### src/rtl/led_status_pkg.sv
package led_status_pkg;
    typedef enum logic [1:0] {
        BL_SOLID = 2'd0,
        BL_DARK  = 2'd1,
        BL_HOLD  = 2'd2
    } blink_st_e;
endpackage

### src/rtl/lnk_act_blinker.sv
module lnk_act_blinker
    import led_status_pkg::*;
#(
    parameter int unsigned TICKS = 5,
    localparam int unsigned CNT_W = $clog2(TICKS + 1)
) (
    input  logic clk,
    input  logic rst_n,
    input  logic link_up_i,
    input  logic act_i,
    output logic drive_o
);
    localparam logic [CNT_W-1:0] LAST = CNT_W'(TICKS - 1);

    typedef struct packed {
        blink_st_e        st;
        logic [CNT_W-1:0] cnt;
        logic             pend;
        logic             drive;
    } blink_regs_t;

    blink_regs_t r_q, r_d;

    always_comb begin
        r_d = r_q;
        if (!link_up_i) begin
            r_d.st    = BL_SOLID;
            r_d.cnt   = '0;
            r_d.pend  = 1'b0;
            r_d.drive = 1'b0;
        end else begin
            unique case (r_q.st)
                BL_SOLID: begin
                    if (act_i || r_q.pend) begin
                        r_d.st    = BL_DARK;
                        r_d.cnt   = '0;
                        r_d.pend  = 1'b0;
                        r_d.drive = 1'b0;
                    end else begin
                        r_d.drive = 1'b1;
                    end
                end
                BL_DARK: begin
                    r_d.pend = r_q.pend | act_i;
                    if (r_q.cnt == LAST) begin
                        r_d.st    = BL_HOLD;
                        r_d.cnt   = '0;
                        r_d.drive = 1'b1;
                    end else begin
                        r_d.cnt   = r_q.cnt + 1'b1;
                        r_d.drive = 1'b0;
                    end
                end
                BL_HOLD: begin
                    r_d.pend = r_q.pend | act_i;
                    if (r_q.cnt == LAST) begin
                        r_d.cnt = '0;
                        if (r_q.pend || act_i) begin
                            r_d.st    = BL_DARK;
                            r_d.pend  = 1'b0;
                            r_d.drive = 1'b0;
                        end else begin
                            r_d.st    = BL_SOLID;
                            r_d.drive = 1'b1;
                        end
                    end else begin
                        r_d.cnt   = r_q.cnt + 1'b1;
                        r_d.drive = 1'b1;
                    end
                end
                default: begin
                    r_d.st    = BL_SOLID;
                    r_d.cnt   = '0;
                    r_d.pend  = 1'b0;
                    r_d.drive = 1'b0;
                end
            endcase
        end
    end

    always_ff @(posedge clk) begin
        if (!rst_n) begin
            r_q.st    <= BL_SOLID;
            r_q.cnt   <= '0;
            r_q.pend  <= 1'b0;
            r_q.drive <= 1'b0;
        end else begin
            r_q <= r_d;
        end
    end

    assign drive_o = r_q.drive;

    p_nolink_dark_r7: assert property (@(posedge clk) disable iff (!rst_n)
        !link_up_i |=> (!drive_o && r_q.st == BL_SOLID && !r_q.pend));

    p_dark_holds_r3: assert property (@(posedge clk) disable iff (!rst_n)
        (link_up_i && r_q.st == BL_DARK && r_q.cnt != LAST) |=> (r_q.st == BL_DARK && !drive_o));

    p_lit_after_dark_r4: assert property (@(posedge clk) disable iff (!rst_n)
        (link_up_i && r_q.st == BL_DARK && r_q.cnt == LAST) |=> (r_q.st == BL_HOLD && drive_o));

    p_cnt_bound_r4: assert property (@(posedge clk) disable iff (!rst_n)
        r_q.cnt <= LAST);

    p_pend_cleared_r5: assert property (@(posedge clk) disable iff (!rst_n)
        (r_q.st == BL_DARK && $past(r_q.st) != BL_DARK) |-> !r_q.pend);
endmodule

### src/rtl/spd_indicator.sv
module spd_indicator (
    input  logic clk,
    input  logic rst_n,
    input  logic speed100_i,
    input  logic aneg_busy_i,
    input  logic isolate_i,
    output logic drive_o
);
    logic drive_d, drive_q;

    always_comb begin
        drive_d = 1'b0;
        if (!isolate_i) begin
            if (aneg_busy_i)      drive_d = 1'b1;
            else if (speed100_i)  drive_d = 1'b1;
        end
    end

    always_ff @(posedge clk) begin
        if (!rst_n) drive_q <= 1'b0;
        else        drive_q <= drive_d;
    end

    assign drive_o = drive_q;

    p_iso_dark_r8: assert property (@(posedge clk) disable iff (!rst_n)
        isolate_i |=> !drive_o);

    p_aneg_lit_r8: assert property (@(posedge clk) disable iff (!rst_n)
        (aneg_busy_i && !isolate_i) |=> drive_o);
endmodule

### src/rtl/led_status_ctrl.sv
module led_status_ctrl #(
    parameter int unsigned CLK_HZ    = 25_000_000,
    parameter int unsigned BLINK_MS  = 80,
    parameter int unsigned SIM_TICKS = 0,
    localparam longint unsigned RAW_TICKS = (longint'(CLK_HZ) * longint'(BLINK_MS)) / 64'd1000,
    localparam int unsigned TICKS = (SIM_TICKS != 0) ? SIM_TICKS : int'(RAW_TICKS)
) (
    input  logic clk,
    input  logic rst_n,
    input  logic link_up_i,
    input  logic tx_act_i,
    input  logic rx_act_i,
    input  logic speed100_i,
    input  logic aneg_busy_i,
    input  logic isolate_i,
    output logic lnk_led_drive_o,
    output logic spd_led_drive_o
);
    logic any_act;
    assign any_act = tx_act_i | rx_act_i;

    lnk_act_blinker #(.TICKS(TICKS)) u_blink (
        .clk       (clk),
        .rst_n     (rst_n),
        .link_up_i (link_up_i),
        .act_i     (any_act),
        .drive_o   (lnk_led_drive_o)
    );

    spd_indicator u_spd (
        .clk         (clk),
        .rst_n       (rst_n),
        .speed100_i  (speed100_i),
        .aneg_busy_i (aneg_busy_i),
        .isolate_i   (isolate_i),
        .drive_o     (spd_led_drive_o)
    );
endmodule

### config.mk
export PLATFORM = sky130hd
export DESIGN_NAME = led_status_ctrl
export DESIGN_NICKNAME = d
export VERILOG_FILES = /design/src/rtl/led_status_pkg.sv /design/src/rtl/lnk_act_blinker.sv /design/src/rtl/spd_indicator.sv /design/src/rtl/led_status_ctrl.sv
export SDC_FILE = /design/constraint.sdc
export NUM_CORES = 1
export LEC_CHECK = 0
export CORE_ASPECT_RATIO = 0.9
export CORE_MARGIN = 1
export CORE_UTILIZATION = 57
export DETAILED_ROUTE_END_ITERATION = 8
export PLACE_DENSITY = 0.81
export SETUP_SLACK_MARGIN = 0.5
export SYNTH_ARGS = -nofsm -noshare
export SYNTH_HDL_FRONTEND = slang
export SYNTH_SLANG_ARGS = --single-unit
### constraint.sdc
create_clock -name clk -period 1.92 [get_ports clk]
set_input_delay 0.48 -clock clk [delete_from_list [all_inputs] [get_ports clk]]
set_output_delay 0.48 -clock clk [all_outputs]
set_load 0.005 [all_outputs]
==> impl_metrics.csv, run 1 <==
group,metric,value,unit
outcome,failing_step,"5_1_grt",
logic_synthesis,seq_area_frac_synth,0.359,
cts,cts-root-buf,"sky130_fd_sc_hd__clkbuf_4",
floorplanning,core_rows,16,
logic_synthesis,yosys_warnings,0,
floorplanning,i_o_pins,10,
floorplanning,initial_utilization,0.636,
logic_synthesis,number_of_synthesized_register_bits,26,
logic_synthesis,post_synth_instance_area,0.00145,mm2
logic_synthesis,ys_async_sr_fraction,0,
logic_synthesis,synthFlopType,"sky130_fd_sc_hd__dfxtp_1",
logic_synthesis,edff_count_synth,0,
logic_synthesis,yosysUniqueCellTypes,49,
cts,htree_num_levels,1,
logic_synthesis,synth_cells,167,
logic_synthesis,mappedNetlistNets,176,
sta,pin_category_terminating_the_worst_setup_path_after_the_last_repair,"register data pin",
floorplanning,floorplan.die.height,49.9,um
outcome,outcome,"did not finish",
logic_synthesis,synth_area_per_cell,8.69,um2
placement,portBuffers,9,
cts,holdBufCountCts,0,
outcome,flow.first_error,"[ERROR DPL-0038] Utilization greater than 100%, impossible to legalize",
cts,cts.sinks,26,
sta,worst_endpoint,"u_blink.r_q[12]$_SDFFE_PN0P_/D",
global_route,grt_max_degree,15,
floorplanning,die_w,55.2,um
cts,max-clock-path-buffers,2,
placement,place.detailed.hpwl,2730,um
placement,finalWeightedCongestion,0.873,
placement,dpl_cell_area,0.00175,mm2
placement,dp.cells,212,
cts,cts-buffers-inserted,3,
## through the flow
stage	setup slack, ns	utilization
after floorplan	0.373	-
after global placement	-0.102	0.769
after detailed placement	-0.154	0.769
after CTS	0.340	0.921
## cell usage after synthesis, types with 2 or more instances
cell type | count | share of area
sky130_fd_sc_hd__or3_1 | 2 | 0.0086
sky130_fd_sc_hd__o21ai_1 | 2 | 0.0069
sky130_fd_sc_hd__xor2_1 | 3 | 0.018
sky130_fd_sc_hd__inv_1 | 5 | 0.013
sky130_fd_sc_hd__nor2b_1 | 2 | 0.0086
sky130_fd_sc_hd__nor4_1 | 3 | 0.013
sky130_fd_sc_hd__nand2b_1 | 4 | 0.017
sky130_fd_sc_hd__nand3_1 | 11 | 0.038
sky130_fd_sc_hd__nand2_1 | 17 | 0.044
sky130_fd_sc_hd__a21oi_1 | 12 | 0.041
sky130_fd_sc_hd__buf_2 | 4 | 0.014
sky130_fd_sc_hd__o2111ai_1 | 2 | 0.012
sky130_fd_sc_hd__nand4b_1 | 2 | 0.012
sky130_fd_sc_hd__and4b_1 | 2 | 0.014
sky130_fd_sc_hd__o21ai_0 | 4 | 0.014
sky130_fd_sc_hd__nand4_1 | 5 | 0.022
sky130_fd_sc_hd__and3_1 | 2 | 0.0086
sky130_fd_sc_hd__and4_1 | 3 | 0.018
sky130_fd_sc_hd__nor3_1 | 3 | 0.010
sky130_fd_sc_hd__a21o_1 | 2 | 0.010
sky130_fd_sc_hd__xnor2_1 | 7 | 0.042
sky130_fd_sc_hd__nor2_1 | 14 | 0.036
sky130_fd_sc_hd__nor3_2 | 2 | 0.014
sky130_fd_sc_hd__a31oi_1 | 4 | 0.017
sky130_fd_sc_hd__dfxtp_1 | 26 | 0.36
## cells by family after synthesis
logic type,after synthesis,synth area share
AO/OA/AOI/OAI,35,0.172
adder cells (fa/ha/maj),1,0.00862
buffers and inverters,11,0.0397
XOR/XNOR,10,0.0603
flip-flops,26,0.359
AND/OR/NAND/NOR,84,0.360
## timing repair
action	CTS
cloned	1
resized for setup	50
setup buffers	17
pin swaps	24
endpoints found under the setup margin	27
endpoints found under the hold margin	0
==> inputs of run 2 (changes only) <==
- CORE_ASPECT_RATIO: 0.9 -> default
- CORE_UTILIZATION: 57 -> 40
- PLACE_DENSITY: 0.81 -> default
- PLACE_DENSITY_LB_ADDON: default -> 0.15
- SETUP_SLACK_MARGIN: 0.5 -> default
==> impl_metrics.csv, run 2 <==
group,metric,value,unit
floorplanning,die_w,62.2,um
sta,min_period_over_period,0.933,
logic_synthesis,synthFlopType,"sky130_fd_sc_hd__dfxtp_1",
setup_path,worst_stage_delay_on_the_critical_path,0.41,ns
sta,final-hold-violation-count,0,
layout,final_cell_mix,"sky130_fd_sc_hd__dfxtp_1, sky130_fd_sc_hd__buf_4, sky130_fd_sc_hd__nand2_1",
floorplanning,core_region_area,0.00342,mm2
sta,finalMaxSlewViolations,0,
detailed_routing,post_drt_via_cell_ratio,5.50,
setup_path,worstPathMaxFanout,9,
layout,fraction_of_layout_instances_using_a_drive_strength_above_1,0.213,
setup_path,cp_cell_sequence,"nor4b_2 > nand4_1 > or3_4 > o21ai_4 > o21ai_1",
sta,fin_worst_hold_slack,0.479,ns
layout,leading_cell_type_in_the_layout_fill_and_taps_excluded,"sky130_fd_sc_hd__dfxtp_1",
layout,final_nets,207,
floorplanning,fp.dieArea,0.00387,mm2
layout,largest_register_ff_count,24,
logic_synthesis,mappedNetlistNets,176,
min_path,worstHoldPathType,"flop to flop",
cts,max-clock-path-buffers,2,
logic_synthesis,edff_count_synth,0,
logic_synthesis,seq_area_frac_synth,0.359,
setup_path,worst_path_max_delay_cell,"sky130_fd_sc_hd__dfxtp_1",
sta,unrepaired_setup_endpoints_after_global_routing,"no",
setup_path,worstRegToRegCells,5,
layout,largest_register_by_flop_count,"u_blink.r_q",
logic_synthesis,yosysTopAreaCellShare,0.359,
cts,clkLatencyLatePin,0.34,ns
detailed_routing,drcViolationCount,0,
logic_synthesis,synth_area_per_cell,8.69,um2
logic_synthesis,post_synth_main_area_contributors,"sky130_fd_sc_hd__dfxtp_1, sky130_fd_sc_hd__nand2_1, sky130_fd_sc_hd__xnor2_1",
setup_path,critical_path.reg2reg.startpoint,"u_blink.r_q[11]",
setup_path,required,2.15,ns
cts,holdBufCountCts,0,
logic_synthesis,yosysUniqueCellTypes,49,
logic_synthesis,ys_async_sr_fraction,0,
floorplanning,initial_utilization,0.425,
power,cellPowerDensity,519,mW/mm2
global_route,groute.usage.overall,0.192,
sta,max_freq,558,MHz
logic_synthesis,number_of_synthesized_register_bits,26,
logic_synthesis,synth_cells,167,
layout,design_area,0.00177,mm2
placement,finalWeightedCongestion,0.836,
cts,cts-buffers-inserted,3,
setup_path,end_kind,"flop",
power,worst_ir_drop_vdd,0.242,mV
global_route,grt_antenna_before_repair,0,
sta,slew-limit-headroom,0.748,
global_route,globalRouteOverflowTotal,0,
global_route,grt_max_degree,15,
placement,place_worst_setup_slack,-0.130,ns
sta,worst-slew-pin-transition,0.377,ns
power,total_leakage_power,0.602,nW
sta,fin_crit,1.79,ns
cts,worst_setup_hold_path_clk_slew,0.15,ns
setup_path,worstPathArrival,2.02,ns
detailed_routing,post_drt_wl_per_cell,14.0,um
cts,clock_tree_from_tritoncts,"done",
layout,num_antenna_cells,0,
floorplanning,floorplan.die.height,62.2,um
setup_path,ff2ff_setup_slack,0.13,ns
sta,fin_skew,0.00926,ns
logic_synthesis,synth_most_common_cell,"sky130_fd_sc_hd__dfxtp_1",
placement,dpl_cell_area,0.00173,mm2
run,timing.max_cap.violations,0,
layout,layout.area.seq,520,um2
min_path,hold_depth,1,
detailed_routing,final_wirelength,3400,um
logic_synthesis,top_post_synthesis_cells_by_count,"sky130_fd_sc_hd__dfxtp_1, sky130_fd_sc_hd__nand2_1, sky130_fd_sc_hd__nor2_1",
layout,area_delta_synth_final,22.2,%
detailed_routing,dr.first_iter.drc_count,74,
detailed_routing,routed-via-count,1336,
placement,portBuffers,9,
setup_path,setup.worst_path.start,"u_blink.r_q[11]",
floorplanning,i_o_pins,10,
cts,cts.sinks,26,
global_route,grt_pass1_wl,6020,um
layout,fillerInstances,331,
sta,setup_viol,0,
setup_path,crit-reg2reg-capture,"u_blink.r_q[12]",
floorplanning,core_rows,21,
cts,htree_num_levels,1,
layout,footprint_of_the_multi_input_gates,878,um2
placement,place.detailed.hpwl,2550,um
logic_synthesis,post_synth_instance_area,0.00145,mm2
outcome,outcome,"complete, no violations",
detailed_routing,firstDrtPassIters,4,
min_path,whs_endpoint,"u_blink.r_q[21]",
min_path,hold_path.startpoint,"u_blink.r_q[21]",
logic_synthesis,yosys_warnings,0,
sta,fin_ws,0.129,ns
setup_path,crit_path_start_kind,"flop",
setup_path,criticalPathCategory,"flop to flop",
detailed_routing,ant_nets,0,
logic_synthesis,synth_top_area_cell,"sky130_fd_sc_hd__dfxtp_1",
cts,cts-root-buf,"sky130_fd_sc_hd__clkbuf_4",
global_route,via_count_of_the_first_global_routing_pass,1299,
run 2: cell counts after synthesis:
No cell type changed its count.
run 2: repair_timing:
| action | in CTS | in global routing |
|---|---|---|
| setup endpoints to repair | 0 | 2 |
| resized for setup | 0 | 1 |
| buffers inserted | 0 | 0 |
run 2: kinds of logic after synthesis:
kind of cell	Yosys count	synth area share
and+or+nand+nor	84	0.360
buffers and inverters	11	0.0397
AOI/OAI and AO/OA	35	0.172
xor gates and xnor gates	10	0.0603
adders and majority gates	1	0.00862
DFF	26	0.359
run 2: how the worst max path moves through the flow:
stage                     cells after the start  slack [ns]               to
after detailed placement                      7       -0.13  u_blink.r_q[12]
after global placement                        7       -0.11  u_blink.r_q[18]
after global routing                          5       0.002  u_blink.r_q[12]
after CTS                                     5        0.12  u_blink.r_q[20]
final                                         5        0.13  u_blink.r_q[12]
after floorplan                               7        0.30  u_blink.r_q[14]
run 2: layout make-up:
cell class,instances,area share
Sequential cell,26,0.293
Clock buffer,4,0.0205
Inverter,5,0.0106
Tap cell,46,0.0324
Multi-Input combinational cell,130,0.495
Timing Repair Buffer,32,0.148
run 2: worst max-delay path: cells and delay by family (launching register included):
family,cells,cell delay (ns)
AOI/OAI and AO/OA,2,0.40
DFF,1,0.41
and+or+nand+nor,3,0.88
run 2: metal layers:
layer / wire length (um) / track usage / up-vias
met5: 0 / 0 / -
met4: 30 / 0.0669 / 0
met3: 147 / 0.0221 / 3
met2: 1630 / 0.299 / 36
met1: 1590 / 0.272 / 621
li1: - / - / 676
run 2: stage by stage:
stage               cells  total power [W]  setup TNS, ns  utilization
floorplan             167         0.000595              0            -
global placement      239         0.000637          -1.14        0.507
detailed placement    239         0.000639          -1.65        0.507
CTS                   243         0.000923              0        0.518
global route          243         0.000950              0        0.519
finish                243         0.000920              0        0.519
run 2: power by group:
part           internal [W]  total [W]  switching, W
clock              0.000116   0.000293      0.000176
sequential         0.000544   0.000548    0.00000445
combinational     0.0000409  0.0000792     0.0000384
total              0.000701   0.000920      0.000219
(Power assumes the default switching activity.)
